## config.mk

```make
export PLATFORM = sky130hd
export DESIGN_NAME = tlp_hdr_gen
export DESIGN_NICKNAME = d
export VERILOG_FILES = /design/src/rtl/tlp_hdr_pkg.sv /design/src/rtl/tlp_req_classify.sv /design/src/rtl/tlp_hdr_pack.sv /design/src/rtl/tlp_dw_sequencer.sv /design/src/rtl/tlp_hdr_gen.sv
export SDC_FILE = /design/constraint.sdc
export NUM_CORES = 1
export LEC_CHECK = 0
export BUFFER_PORTS_ARGS = -buffer_cell sky130_fd_sc_hd__buf_2
export CAP_MARGIN = 10
export CELL_PAD_IN_SITES_DETAIL_PLACEMENT = 1
export CELL_PAD_IN_SITES_GLOBAL_PLACEMENT = 1
export CORE_AREA = 2 2 108 188
export DETAILED_ROUTE_END_ITERATION = 12
export DIE_AREA = 0 0 110 190
export PLACE_DENSITY = 0.47
export SLEW_MARGIN = 20
export SYNTH_ARGS = -nofsm -noshare
export SYNTH_HDL_FRONTEND = slang
export SYNTH_SLANG_ARGS = --single-unit
```

## constraint.sdc

```tcl
create_clock -name clk -period 3.95 [get_ports clk]
set_input_delay 0.9875 -clock clk [delete_from_list [all_inputs] [get_ports clk]]
set_output_delay 0.9875 -clock clk [all_outputs]
set_load 0.01 [all_outputs]
```

## src/rtl/tlp_hdr_pkg.sv

```systemverilog
package tlp_hdr_pkg;
  localparam int LEN_W  = 10;
  localparam int TAG_W  = 8;
  localparam int BE_W   = 4;
  localparam int DW_W   = 32;
  localparam int NDW_MAX = 4;

  typedef enum logic [1:0] {
    KIND_MRD  = 2'd0,
    KIND_MWR  = 2'd1,
    KIND_IORD = 2'd2,
    KIND_IOWR = 2'd3
  } req_kind_e;

  localparam logic [4:0] TYPE_MEM = 5'b00000;
  localparam logic [4:0] TYPE_IO  = 5'b00010;

  typedef struct packed {
    logic [1:0] fmt;
    logic [4:0] ty;
    logic       four_dw;
    logic       is_io;
    logic       reject;
  } req_class_t;
endpackage

```

## src/rtl/tlp_req_classify.sv

```systemverilog
module tlp_req_classify
  import tlp_hdr_pkg::*;
#(
  parameter int ADDR_W = 36
) (
  input  logic [1:0]        kind,
  input  logic [ADDR_W-1:0] addr,
  input  logic              rc_mode,
  output req_class_t        cls
);
  logic above_4g;
  logic io_kind;
  logic wr_kind;

  always_comb begin
    above_4g    = |addr[ADDR_W-1:32];
    io_kind     = (kind == KIND_IORD) || (kind == KIND_IOWR);
    wr_kind     = (kind == KIND_MWR)  || (kind == KIND_IOWR);
    cls.is_io   = io_kind;
    cls.four_dw = !io_kind && above_4g;
    cls.fmt     = {wr_kind, cls.four_dw};
    cls.ty      = io_kind ? TYPE_IO : TYPE_MEM;
    cls.reject  = io_kind && (!rc_mode || above_4g);
  end
endmodule

```

## src/rtl/tlp_hdr_pack.sv

```systemverilog
module tlp_hdr_pack
  import tlp_hdr_pkg::*;
#(
  parameter int          ADDR_W = 36,
  parameter logic [15:0] REQ_ID = 16'h0100
) (
  input  req_class_t                  cls,
  input  logic [ADDR_W-1:0]           addr,
  input  logic [LEN_W-1:0]            len,
  input  logic [TAG_W-1:0]            tag,
  input  logic [BE_W-1:0]             first_be,
  input  logic [BE_W-1:0]             last_be,
  output logic [NDW_MAX-1:0][DW_W-1:0] hdr
);
  localparam int UPPER_W = ADDR_W - 32;

  logic [LEN_W-1:0] len_eff;
  logic [BE_W-1:0]  lbe_eff;
  logic [DW_W-1:0]  addr_lo;
  logic [DW_W-1:0]  addr_hi;

  always_comb begin
    len_eff = cls.is_io ? LEN_W'(1) : len;
    lbe_eff = cls.is_io ? '0 : last_be;
    addr_lo = {addr[31:2], 2'b00};
    addr_hi = {{(DW_W-UPPER_W){1'b0}}, addr[ADDR_W-1:32]};
    hdr[0]  = {1'b0, cls.fmt, cls.ty, 14'd0, len_eff};
    hdr[1]  = {REQ_ID, tag, lbe_eff, first_be};
    hdr[2]  = cls.four_dw ? addr_hi : addr_lo;
    hdr[3]  = addr_lo;
  end
endmodule

```

## src/rtl/tlp_dw_sequencer.sv

```systemverilog
module tlp_dw_sequencer
  import tlp_hdr_pkg::*;
#(
  parameter int N = NDW_MAX
) (
  input  logic                  clk,
  input  logic                  rst_n,
  input  logic                  load,
  input  logic                  load_four,
  input  logic [N-1:0][DW_W-1:0] hdr_in,
  input  logic                  dw_ready,
  output logic                  busy,
  output logic                  dw_valid,
  output logic [DW_W-1:0]       dw_data,
  output logic                  dw_last
);
  localparam int IDX_W = $clog2(N);

  logic [N-1:0][DW_W-1:0] hdr_q;
  logic [IDX_W-1:0]       idx_q;
  logic [IDX_W-1:0]       end_q;
  logic                   busy_q;

  for (genvar g = 0; g < N; g++) begin : g_slot
    always_ff @(posedge clk or negedge rst_n) begin
      if (!rst_n)    hdr_q[g] <= '0;
      else if (load) hdr_q[g] <= hdr_in[g];
    end
  end

  always_ff @(posedge clk or negedge rst_n) begin
    if (!rst_n) begin
      busy_q <= 1'b0;
      idx_q  <= '0;
      end_q  <= '0;
    end else if (load) begin
      busy_q <= 1'b1;
      idx_q  <= '0;
      end_q  <= load_four ? IDX_W'(N-1) : IDX_W'(N-2);
    end else if (busy_q && dw_ready) begin
      if (idx_q == end_q) busy_q <= 1'b0;
      else                idx_q  <= idx_q + 1'b1;
    end
  end

  assign busy     = busy_q;
  assign dw_valid = busy_q;
  assign dw_data  = hdr_q[idx_q];
  assign dw_last  = busy_q && (idx_q == end_q);
endmodule

```

## src/rtl/tlp_hdr_gen.sv

```systemverilog
module tlp_hdr_gen
  import tlp_hdr_pkg::*;
#(
  parameter int          ADDR_W = 36,
  parameter logic [15:0] REQ_ID = 16'h0100
) (
  input  logic              clk,
  input  logic              rst_n,
  input  logic              rc_mode,
  input  logic              req_valid,
  output logic              req_ready,
  input  logic [1:0]        req_kind,
  input  logic [ADDR_W-1:0] req_addr,
  input  logic [9:0]        req_len,
  input  logic [7:0]        req_tag,
  input  logic [3:0]        req_first_be,
  input  logic [3:0]        req_last_be,
  output logic              dw_valid,
  input  logic              dw_ready,
  output logic [31:0]       dw_data,
  output logic              dw_last,
  output logic              req_err
);
  req_class_t                    cls;
  logic [NDW_MAX-1:0][DW_W-1:0]  hdr;
  logic                          busy;
  logic                          accept;
  logic                          err_q;

  tlp_req_classify #(.ADDR_W(ADDR_W)) u_cls (
    .kind    (req_kind),
    .addr    (req_addr),
    .rc_mode (rc_mode),
    .cls     (cls)
  );

  tlp_hdr_pack #(.ADDR_W(ADDR_W), .REQ_ID(REQ_ID)) u_pack (
    .cls      (cls),
    .addr     (req_addr),
    .len      (req_len),
    .tag      (req_tag),
    .first_be (req_first_be),
    .last_be  (req_last_be),
    .hdr      (hdr)
  );

  assign accept    = req_valid && req_ready;
  assign req_ready = !busy;

  tlp_dw_sequencer #(.N(NDW_MAX)) u_seq (
    .clk       (clk),
    .rst_n     (rst_n),
    .load      (accept && !cls.reject),
    .load_four (cls.four_dw),
    .hdr_in    (hdr),
    .dw_ready  (dw_ready),
    .busy      (busy),
    .dw_valid  (dw_valid),
    .dw_data   (dw_data),
    .dw_last   (dw_last)
  );

  always_ff @(posedge clk or negedge rst_n) begin
    if (!rst_n) err_q <= 1'b0;
    else        err_q <= accept && cls.reject;
  end

  assign req_err = err_q;
endmodule

```

==> results.sh, run 1 <==
export IMPL_synth_top_area_frac=0.503
export IMPL_drive_gt1_frac=0.389
export IMPL_antenna_left=0
export IMPL_r2r_start="u_seq.busy"
export IMPL_timing_final_ws_setup_ns=1.02
export IMPL_vias=3352
export IMPL_grt_max_degree=55
export IMPL_slew_headroom=0.498
export IMPL_pin_count=105
export IMPL_synth_area_leaders="dfrtp_1 (50%), mux2i_1 (11%), mux2_4 (8.8%)"
export IMPL_viasPerCell=4.58
export IMPL_cp_end_kind="primary output"
export IMPL_tns_ns=0
export IMPL_reg2reg_slack_ns=1.79
export IMPL_synth_common_cells="dfrtp_1 (96), mux2i_1 (53), o21ai_0 (42)"
export IMPL_core_um2=19500
export IMPL_cts_htree_levels=3
export IMPL_die_area_um2=20900
export IMPL_ys_types=35
export IMPL_worst_pin_slew_ns=0.754
export IMPL_netlist_area_um2=4770
export IMPL_fin_crit_ns=2.93
export IMPL_synthCells=381
export IMPL_worstPathRequired_ns=2.96
export IMPL_endpoint="dw_data[2]"
export IMPL_cts_tree="built"
export IMPL_grt_pass1_vias=3845
export IMPL_cts_resized=0
export IMPL_r2r_end="u_seq.hdr_q[45]"
export IMPL_ys_warn_count=0
export IMPL_cts_made_buffers=9
export IMPL_yosys_most_used_dff="dfrtp_1"
export IMPL_drt_pass1_iter_count=4
export IMPL_syn_avg_cell_area_um2=12.5
export IMPL_cts_buffer_depth=2
export IMPL_p_leak_nw=2.71
export IMPL_gp_congestion=0.705
export IMPL_hp_class="register to register"
export IMPL_clk_pin_slew_ns=0.07
export IMPL_clock_fmax_mhz=341
export IMPL_utilization=0.304
export IMPL_worstPathMaxFanout=15
export IMPL_async_flop_share=1.00
export IMPL_synth_most_common_cell="dfrtp_1"
export IMPL_postCtsSetupBuffers=0
export IMPL_initial_core_util=0.245
export IMPL_clock_skew_final_ns=0.00532
export IMPL_grt_usage=0.140
export IMPL_grt_ovfl_total=0
export IMPL_synth_largest_area_cell="dfrtp_1"
export IMPL_dp_slack_ns=0.832
export IMPL_drt_iter0_markers=116
export IMPL_place_hpwl_um=9290
export IMPL_design_area_um2=5930
export IMPL_portBuffers=102
export IMPL_fin_crit_sh=0.741
export IMPL_rsz0062_at_grt="no"
export IMPL_place_area_um2=5610
export IMPL_crit_arrival_ns=1.94
export IMPL_wl_per_cell_um=18.4
export IMPL_synth_edff_count=0
export IMPL_drc=0
export IMPL_worstSetupStartpointType="register"
export IMPL_setup_violations=0
export IMPL_power_mw=4.56
export IMPL_grt_pass1_wl_um=21600
export IMPL_critical_path_class="register to primary output"
export IMPL_antenna_found_initial=1
export IMPL_wl_um=13500
export IMPL_outcome="completed"
export IMPL_die_width_um=110
export IMPL_clk_latency_ns=0.37
export IMPL_cellPowerDensity_nw_per_um2=769
export IMPL_cap_violations=0
export IMPL_slew_violations=0
export IMPL_dieHeight_um=190
export IMPL_peakVddDrop_mv=0.235
export IMPL_ff2ff_path_depth=5
export IMPL_yosysSeqAreaShare=0.503
export IMPL_syn_num_nets=451
export IMPL_clkSinkCount=96
export IMPL_hold_viol_final=0
export IMPL_ctsHoldBuffers=0
export IMPL_cts_root_buf="clkbuf_16"
export IMPL_area_delta_synth_final_pct=24.2
export IMPL_fin_nets=551
export IMPL_startpoint="u_seq.idx_q[0]"
export IMPL_synth_seq_cells=96
export IMPL_rows=68
-- metrics by stage --
stage	hold slack [ns]	std cells
2_1_floorplan	0.461	381
3_3_place_gp	0.479	713
3_5_place_dp	0.482	715
4_1_cts	0.504	731
5_1_grt	0.519	732
6_report	0.500	732
-- worst max-delay path: stages, from the launching register on --
cell,delay [ns]
dfrtp_2,0.53
buf_4,0.34
mux4_2,0.54
buf_2,0.15
-- layout by cell type (no fill, tap or decap), types with 10 or more instances in the layout --
cell	n
mux2_2	15
nand2_1	10
buf_4	11
nor2b_1	16
o21ai_0	42
inv_1	30
dfrtp_1	94
mux2i_1	53
buf_2	101
mux2_4	28
a22o_1	15
-- routing by layer --
layer	vias to the layer above	part of all wire	track usage
met5	-	0	0
met4	0	0.021	0.0628
met3	16	0.042	0.0291
met2	66	0.53	0.242
met1	1727	0.40	0.162
li1	1543	-	-
-- state kept, by name, summed over array words and instances (netlist names) --
name / flops
u_seq.hdr_q: 91
u_seq.idx_q: 2
req_err: 1
u_seq.busy: 1
u_seq.end_q: 1
-- where the power goes --
| group | internal, mW | total, mW | switching, mW |
|---|---|---|---|
| logic | 0.987 | 1.84 | 0.850 |
| registers | 1.45 | 1.74 | 0.289 |
| clock network | 0.576 | 0.986 | 0.410 |
-- final cells by class --
type | instances | area [µm²]
clock inverter | 4 | 76.3
sequential | 96 | 2400
antenna | 1 | 2.50
timing repair buffer | 117 | 691
clock buffer | 12 | 246
inverter | 31 | 116
fill | 2130 | 13600
multi-input combinational | 226 | 2090
tap | 245 | 307
-- kinds of logic (layout without fill, tap and decap cells) --
logic type	count (synthesis)	in the layout	synth area share
fa+ha+maj	1	1	0.00262
xor+xnor	1	1	0.00183
mux	104	104	0.272
flops	96	96	0.503
buf+inv	59	164	0.0658
other cells	0	1	0
compound gates	72	72	0.0959
simple gates	48	48	0.0584
-- worst min-delay path by stage --
stage,startpoint,to,slack [ns],cells past startpoint
2_1_floorplan,u_seq.hdr_q[36],u_seq.hdr_q[36],0.46,1
3_3_place_gp,u_seq.hdr_q[5],u_seq.hdr_q[5],0.48,1
3_5_place_dp,u_seq.hdr_q[38],u_seq.hdr_q[38],0.48,1
4_1_cts,u_seq.hdr_q[37],u_seq.hdr_q[37],0.50,1
5_1_grt,u_seq.hdr_q[37],u_seq.hdr_q[37],0.52,1
6_report,u_seq.hdr_q[37],u_seq.hdr_q[37],0.50,1
No activity file was read; power rests on OpenSTA's default activity.
==> inputs of run 2 (changes only) <==
==> constraint.sdc (replaced) <==
create_clock -name clk -period 2.9 [get_ports clk]
set_input_delay 0.725 -clock clk [delete_from_list [all_inputs] [get_ports clk]]
set_output_delay 0.725 -clock clk [all_outputs]
set_load 0.01 [all_outputs]
==> run 2 against run 1 <==
Worst setup slack worse by 0.77 ns. Clock skew grew 0.0037 ns. Final area up 0.46%. Global-route usage down 0.26 points. Critical endpoint is now dw_data[14]. Largest cell class unchanged. Highest routed layer unchanged. Sequential cell count is the same. First-iteration DRC count decreased by 17%.
==> results.sh, run 2 (synthesized netlist as in run 1, its figures left out) <==
export IMPL_place_hpwl_um=9250
export IMPL_reg_top3="u_seq.hdr_q: 91 flops, u_seq.idx_q: 2 flops"
export IMPL_cp_top_family="simple AND/OR/NAND/NOR gates"
export IMPL_crit_arrival_ns=1.92
export IMPL_wl_um=13400
export IMPL_antenna_left=0
export IMPL_hp_class="input port to async pin"
export IMPL_worst_pin_slew_ns=0.627
export IMPL_wl_per_cell_um=18.3
export IMPL_drt_met1_wl_um=5440
export IMPL_r2r_start="u_seq.busy"
export IMPL_cp_num_buf_inv=1
export IMPL_die_width_um=110
export IMPL_n_antenna_cell=0
export IMPL_outcome="completed"
export IMPL_crit_slowest_cell="dfrtp_2"
export IMPL_area_delta_synth_final_pct=24.8
export IMPL_hold_viol_final=0
export IMPL_worstSetupStartpointType="register"
export IMPL_ff2ff_path_depth=5
export IMPL_cts_made_buffers=9
export IMPL_cts_htree_levels=3
export IMPL_cp_end_kind="primary output"
export IMPL_vias=3300
export IMPL_ctsHoldBuffers=0
export IMPL_cts_buffer_depth=2
export IMPL_slew_headroom=0.581
export IMPL_most_common_layout_cells="buf_2 (101), dfrtp_1 (94), mux2i_1 (53)"
export IMPL_worstPathRequired_ns=2.17
export IMPL_path_cells="nor2b_1, nand2_1, o21ai_0, buf_2"
export IMPL_critical_path_class="register to primary output"
export IMPL_cellPowerDensity_nw_per_um2=1050
export IMPL_wl_met3_um=564
export IMPL_drive_gt1_frac=0.389
export IMPL_rows=68
export IMPL_clk_pin_slew_ns=0.07
export IMPL_setup_violations=0
export IMPL_cts_root_buf="clkbuf_16"
export IMPL_tns_ns=0
export IMPL_grt_usage=0.137
export IMPL_worstPathMaxFanout=14
export IMPL_cap_violations=0
export IMPL_highest_layer="met4"
export IMPL_whs_ns=0.319
export IMPL_grt_ovfl_total=0
export IMPL_drt_iter0_markers=96
export IMPL_drc=0
export IMPL_pin_count=105
export IMPL_antenna_found_initial=0
export IMPL_r2r_end="u_seq.hdr_q[113]"
export IMPL_clkSinkCount=96
export IMPL_clock_skew_final_ns=0.00903
export IMPL_slew_violations=0
export IMPL_largest_register="u_seq.hdr_q"
export IMPL_cts_tree="built"
export IMPL_fin_nets=553
export IMPL_slowest_delay_ns=0.57
export IMPL_design_area_um2=5960
export IMPL_die_area_um2=20900
export IMPL_dp_slack_ns=0.528
export IMPL_portBuffers=102
export IMPL_peakVddDrop_mv=0.290
export IMPL_grt_pass1_vias=3836
export IMPL_dieHeight_um=190
export IMPL_rsz0062_at_grt="no"
export IMPL_drt_pass1_iter_count=4
export IMPL_p_leak_nw=2.72
export IMPL_largest_reg_flops=91
export IMPL_wl_met2_um=7180
export IMPL_viasPerCell=4.50
export IMPL_place_area_um2=5620
export IMPL_clock_fmax_mhz=378
export IMPL_reg2reg_slack_ns=0.87
export IMPL_core_um2=19500
export IMPL_grt_max_degree=47
export IMPL_gp_congestion=0.721
export IMPL_timing_final_ws_setup_ns=0.255
export IMPL_fin_crit_sh=0.912
export IMPL_cts_resized=0
export IMPL_postCtsSetupBuffers=0
export IMPL_clk_latency_ns=0.35
export IMPL_final_common_cell="buf_2"
export IMPL_utilization=0.306
export IMPL_fin_crit_ns=2.65
export IMPL_initial_core_util=0.245
export IMPL_grt_pass1_wl_um=21500
run 2: cell type report:
class,count,area (µm²)
multi-input cells,226,2090
clock buffers,13,250
clock inverters,3,90.1
well taps,245,307
flip-flops and latches,96,2400
fillers,2138,13500
repair buffers,119,703
inverters,31,116
run 2: how the worst max path moves through the flow:
stage / slack, ns / cells past startpoint / startpoint / end
after floorplan: 0.85 / 5 / req_addr[32] / u_seq.hdr_q[100]
after detailed placement: 0.53 / 4 / u_seq.idx_q[0] / dw_data[14]
after CTS: 0.13 / 4 / u_seq.idx_q[0] / dw_data[14]
final: 0.25 / 4 / u_seq.idx_q[0] / dw_data[14]
after global routing: 0.08 / 4 / u_seq.idx_q[0] / dw_data[14]
after global placement: 0.53 / 4 / u_seq.idx_q[0] / dw_data[14]
run 2: worst reg2reg max path, delay by kind of cell, from the launching register on:
| kind | cells | cell delay [ns] |
|---|---|---|
| AO/OA/AOI/OAI | 1 | 0.14 |
| flip-flops | 1 | 0.56 |
| buffers and inverters | 2 | 0.61 |
| multiplexers | 1 | 0.40 |
| AND/OR/NAND/NOR | 1 | 0.20 |
run 2: through the flow:
stage	total power, mW	cells
floorplan	4.06	381
global placement	4.89	717
detailed placement	4.99	717
CTS	6.42	733
global route	6.75	733
finish	6.28	733
run 2: metal layers:
layer | GRT usage | vias to the layer above
li1 | - | 1548
met1 | 0.160 | 1682
met2 | 0.246 | 62
met3 | 0.0247 | 8
met4 | 0.0482 | 0
met5 | 0 | -
run 2: power by group:
group / leakage, nW / internal [mW] / switching [mW] / total, mW
clock network: 0.164 / 0.869 / 0.517 / 1.39
logic: 1.39 / 1.36 / 1.16 / 2.52
registers: 1.17 / 1.97 / 0.404 / 2.38
==> inputs of run 3 (changes only) <==
--- a/config.mk
+++ b/config.mk
@@ -12,6 +12,7 @@
 export CORE_AREA = 2 2 108 188
 export DETAILED_ROUTE_END_ITERATION = 12
 export DIE_AREA = 0 0 110 190
+export GPL_TIMING_DRIVEN = 0
 export PLACE_DENSITY = 0.47
 export SLEW_MARGIN = 20
 export SYNTH_ARGS = -nofsm -noshare
==> run 3 against run 2 <==
Highest routed layer unchanged. Sequential power shrank 3%. Sequential cell count is the same. First-iteration DRC count shrank 15%. Non-clock buffer count grew 11. Clock power shrank 18%.
==> results.sh, run 3 (synthesized netlist as in run 1, its figures left out) <==
export IMPL_setup_violations=0
export IMPL_grt_usage=0.149
export IMPL_ctsHoldBuffers=0
export IMPL_antenna_found_initial=0
export IMPL_cts_resized=5
export IMPL_seq_area_um2=2400
export IMPL_most_common_layout_cells="buf_2 (108), dfrtp_1 (96), mux2i_1 (53)"
export IMPL_hp_class="input port to async pin"
export IMPL_largest_register="u_seq.hdr_q"
export IMPL_n_antenna_cell=0
export IMPL_wl_per_cell_um=19.7
export IMPL_drt_iter0_markers=82
export IMPL_power_mw=6.10
export IMPL_post_place_cells=728
export IMPL_multiInputGateArea_um2=2060
export IMPL_place_hpwl_um=10700
export IMPL_dieHeight_um=190
export IMPL_drive_gt1_frac=0.385
export IMPL_crit_slowest_cell="dfrtp_1"
export IMPL_core_um2=19500
export IMPL_critical_path_class="register to primary output"
export IMPL_area_delta_synth_final_pct=23.7
export IMPL_slew_headroom=0.565
export IMPL_drc=0
export IMPL_fin_nets=564
export IMPL_outcome="completed"
export IMPL_portBuffers=101
export IMPL_vias=3328
export IMPL_fill_cells=2175
export IMPL_grt_pass1_wl_um=22700
export IMPL_cap_violations=0
export IMPL_die_area_um2=20900
export IMPL_cp_num_buf_inv=4
export IMPL_worstPathRequired_ns=2.17
export IMPL_clock_skew_final_ns=0.00942
export IMPL_wl_um=14700
export IMPL_antenna_left=0
export IMPL_clock_fmax_mhz=364
export IMPL_grt_pass1_vias=3961
export IMPL_cts_htree_levels=3
export IMPL_initial_core_util=0.245
export IMPL_reg_top3="u_seq.hdr_q: 91 flops, u_seq.idx_q: 2 flops"
export IMPL_rsz0062_at_grt="yes"
export IMPL_fin_crit_ns=2.75
export IMPL_cts_root_buf="clkbuf_16"
export IMPL_largest_reg_flops=91
export IMPL_cts_buffer_depth=2
export IMPL_cp_top_family="buffers and inverters"
export IMPL_p_leak_nw=2.70
export IMPL_slowest_delay_ns=0.32
export IMPL_pin_count=105
export IMPL_cts_tree="built"
export IMPL_final_common_cell="buf_2"
export IMPL_drt_pass1_iter_count=4
export IMPL_tns_ns=0
export IMPL_grt_max_degree=52
export IMPL_postCtsSetupBuffers=0
export IMPL_viasPerCell=4.47
export IMPL_clk_pin_slew_ns=0.06
export IMPL_fin_crit_sh=0.947
export IMPL_gp_congestion=0.720
export IMPL_worstPathMaxFanout=10
export IMPL_cp_end_kind="primary output"
export IMPL_finalNonFillerCells=744
export IMPL_clkSinkCount=96
export IMPL_cellPowerDensity_nw_per_um2=1030
export IMPL_die_width_um=110
export IMPL_crit_arrival_ns=2.02
export IMPL_grt_ovfl_total=0
export IMPL_rows=68
export IMPL_critPathMostFrequentCell="buf_2"
export IMPL_path_cells="buf_2, buf_4, clkbuf_4, mux2i_1, a21oi_1, buf_2"
export IMPL_worstSetupStartpointType="register"
export IMPL_timing_final_ws_setup_ns=0.155
export IMPL_hold_viol_final=0
export IMPL_cts_made_buffers=9
export IMPL_slew_violations=0
export IMPL_worst_pin_slew_ns=0.653
export IMPL_dp_slack_ns=0.266
export IMPL_clk_latency_ns=0.36
export IMPL_peakVddDrop_mv=0.256
## run 3: cell types whose count changed in the layout (fill, tap and decap cells not counted), sizes merged
| cell | before | now |
|---|---|---|
| clkinv | 1 | 3 |
| bufinv | 3 | 0 |
| buf | 119 | 120 |
| clkbuf | 13 | 21 |
| clkinvlp | 0 | 3 |
## run 3: final timing paths
path                                     to  cells past startpoint  slack (ns)      startpoint
setup / recovery                dw_data[29]                      6        0.15  u_seq.idx_q[0]
hold / removal              u_seq.hdr_q[45]                      1        0.31           rst_n
setup reg to reg           u_seq.hdr_q[101]                      6        0.77      u_seq.busy
hold reg to reg              u_seq.hdr_q[7]                      1        0.50  u_seq.hdr_q[7]
max in group asynchronous           req_err                      2        1.96           rst_n
min in group clk             u_seq.hdr_q[7]                      1        0.50  u_seq.hdr_q[7]
## run 3: area by class of cell
| cell class | instances | share of cell area |
|---|---|---|
| Timing Repair Buffer | 102 | 0.0913 |
| Clock inverter | 5 | 0.00551 |
| Tap cell | 245 | 0.0519 |
| Clock buffer | 11 | 0.0411 |
| Sequential cell | 96 | 0.407 |
| Inverter | 31 | 0.0199 |
| Buffer | 28 | 0.0349 |
| Multi-Input combinational cell | 226 | 0.349 |
## run 3: power breakdown
| part | internal, mW | switching (mW) |
|---|---|---|
| clock network | 0.603 | 0.541 |
| logic | 1.36 | 1.28 |
| registers | 1.97 | 0.348 |
## run 3: layer usage
metal	GRT usage	routed length [µm]	share of wire
met1	0.173	6060	0.41
met2	0.272	8000	0.55
met3	0.0209	375	0.026
met4	0.0511	213	0.015
met5	0	0	0
## run 3: metrics by stage
step                instance area [µm²]  hold slack (ns)   util
global route                       5910            0.325  0.303
CTS                                5910            0.317  0.303
floorplan                          4770            0.429      -
finish                             5910            0.307  0.303
global placement                   5590            0.478  0.287
detailed placement                 5620            0.486  0.288
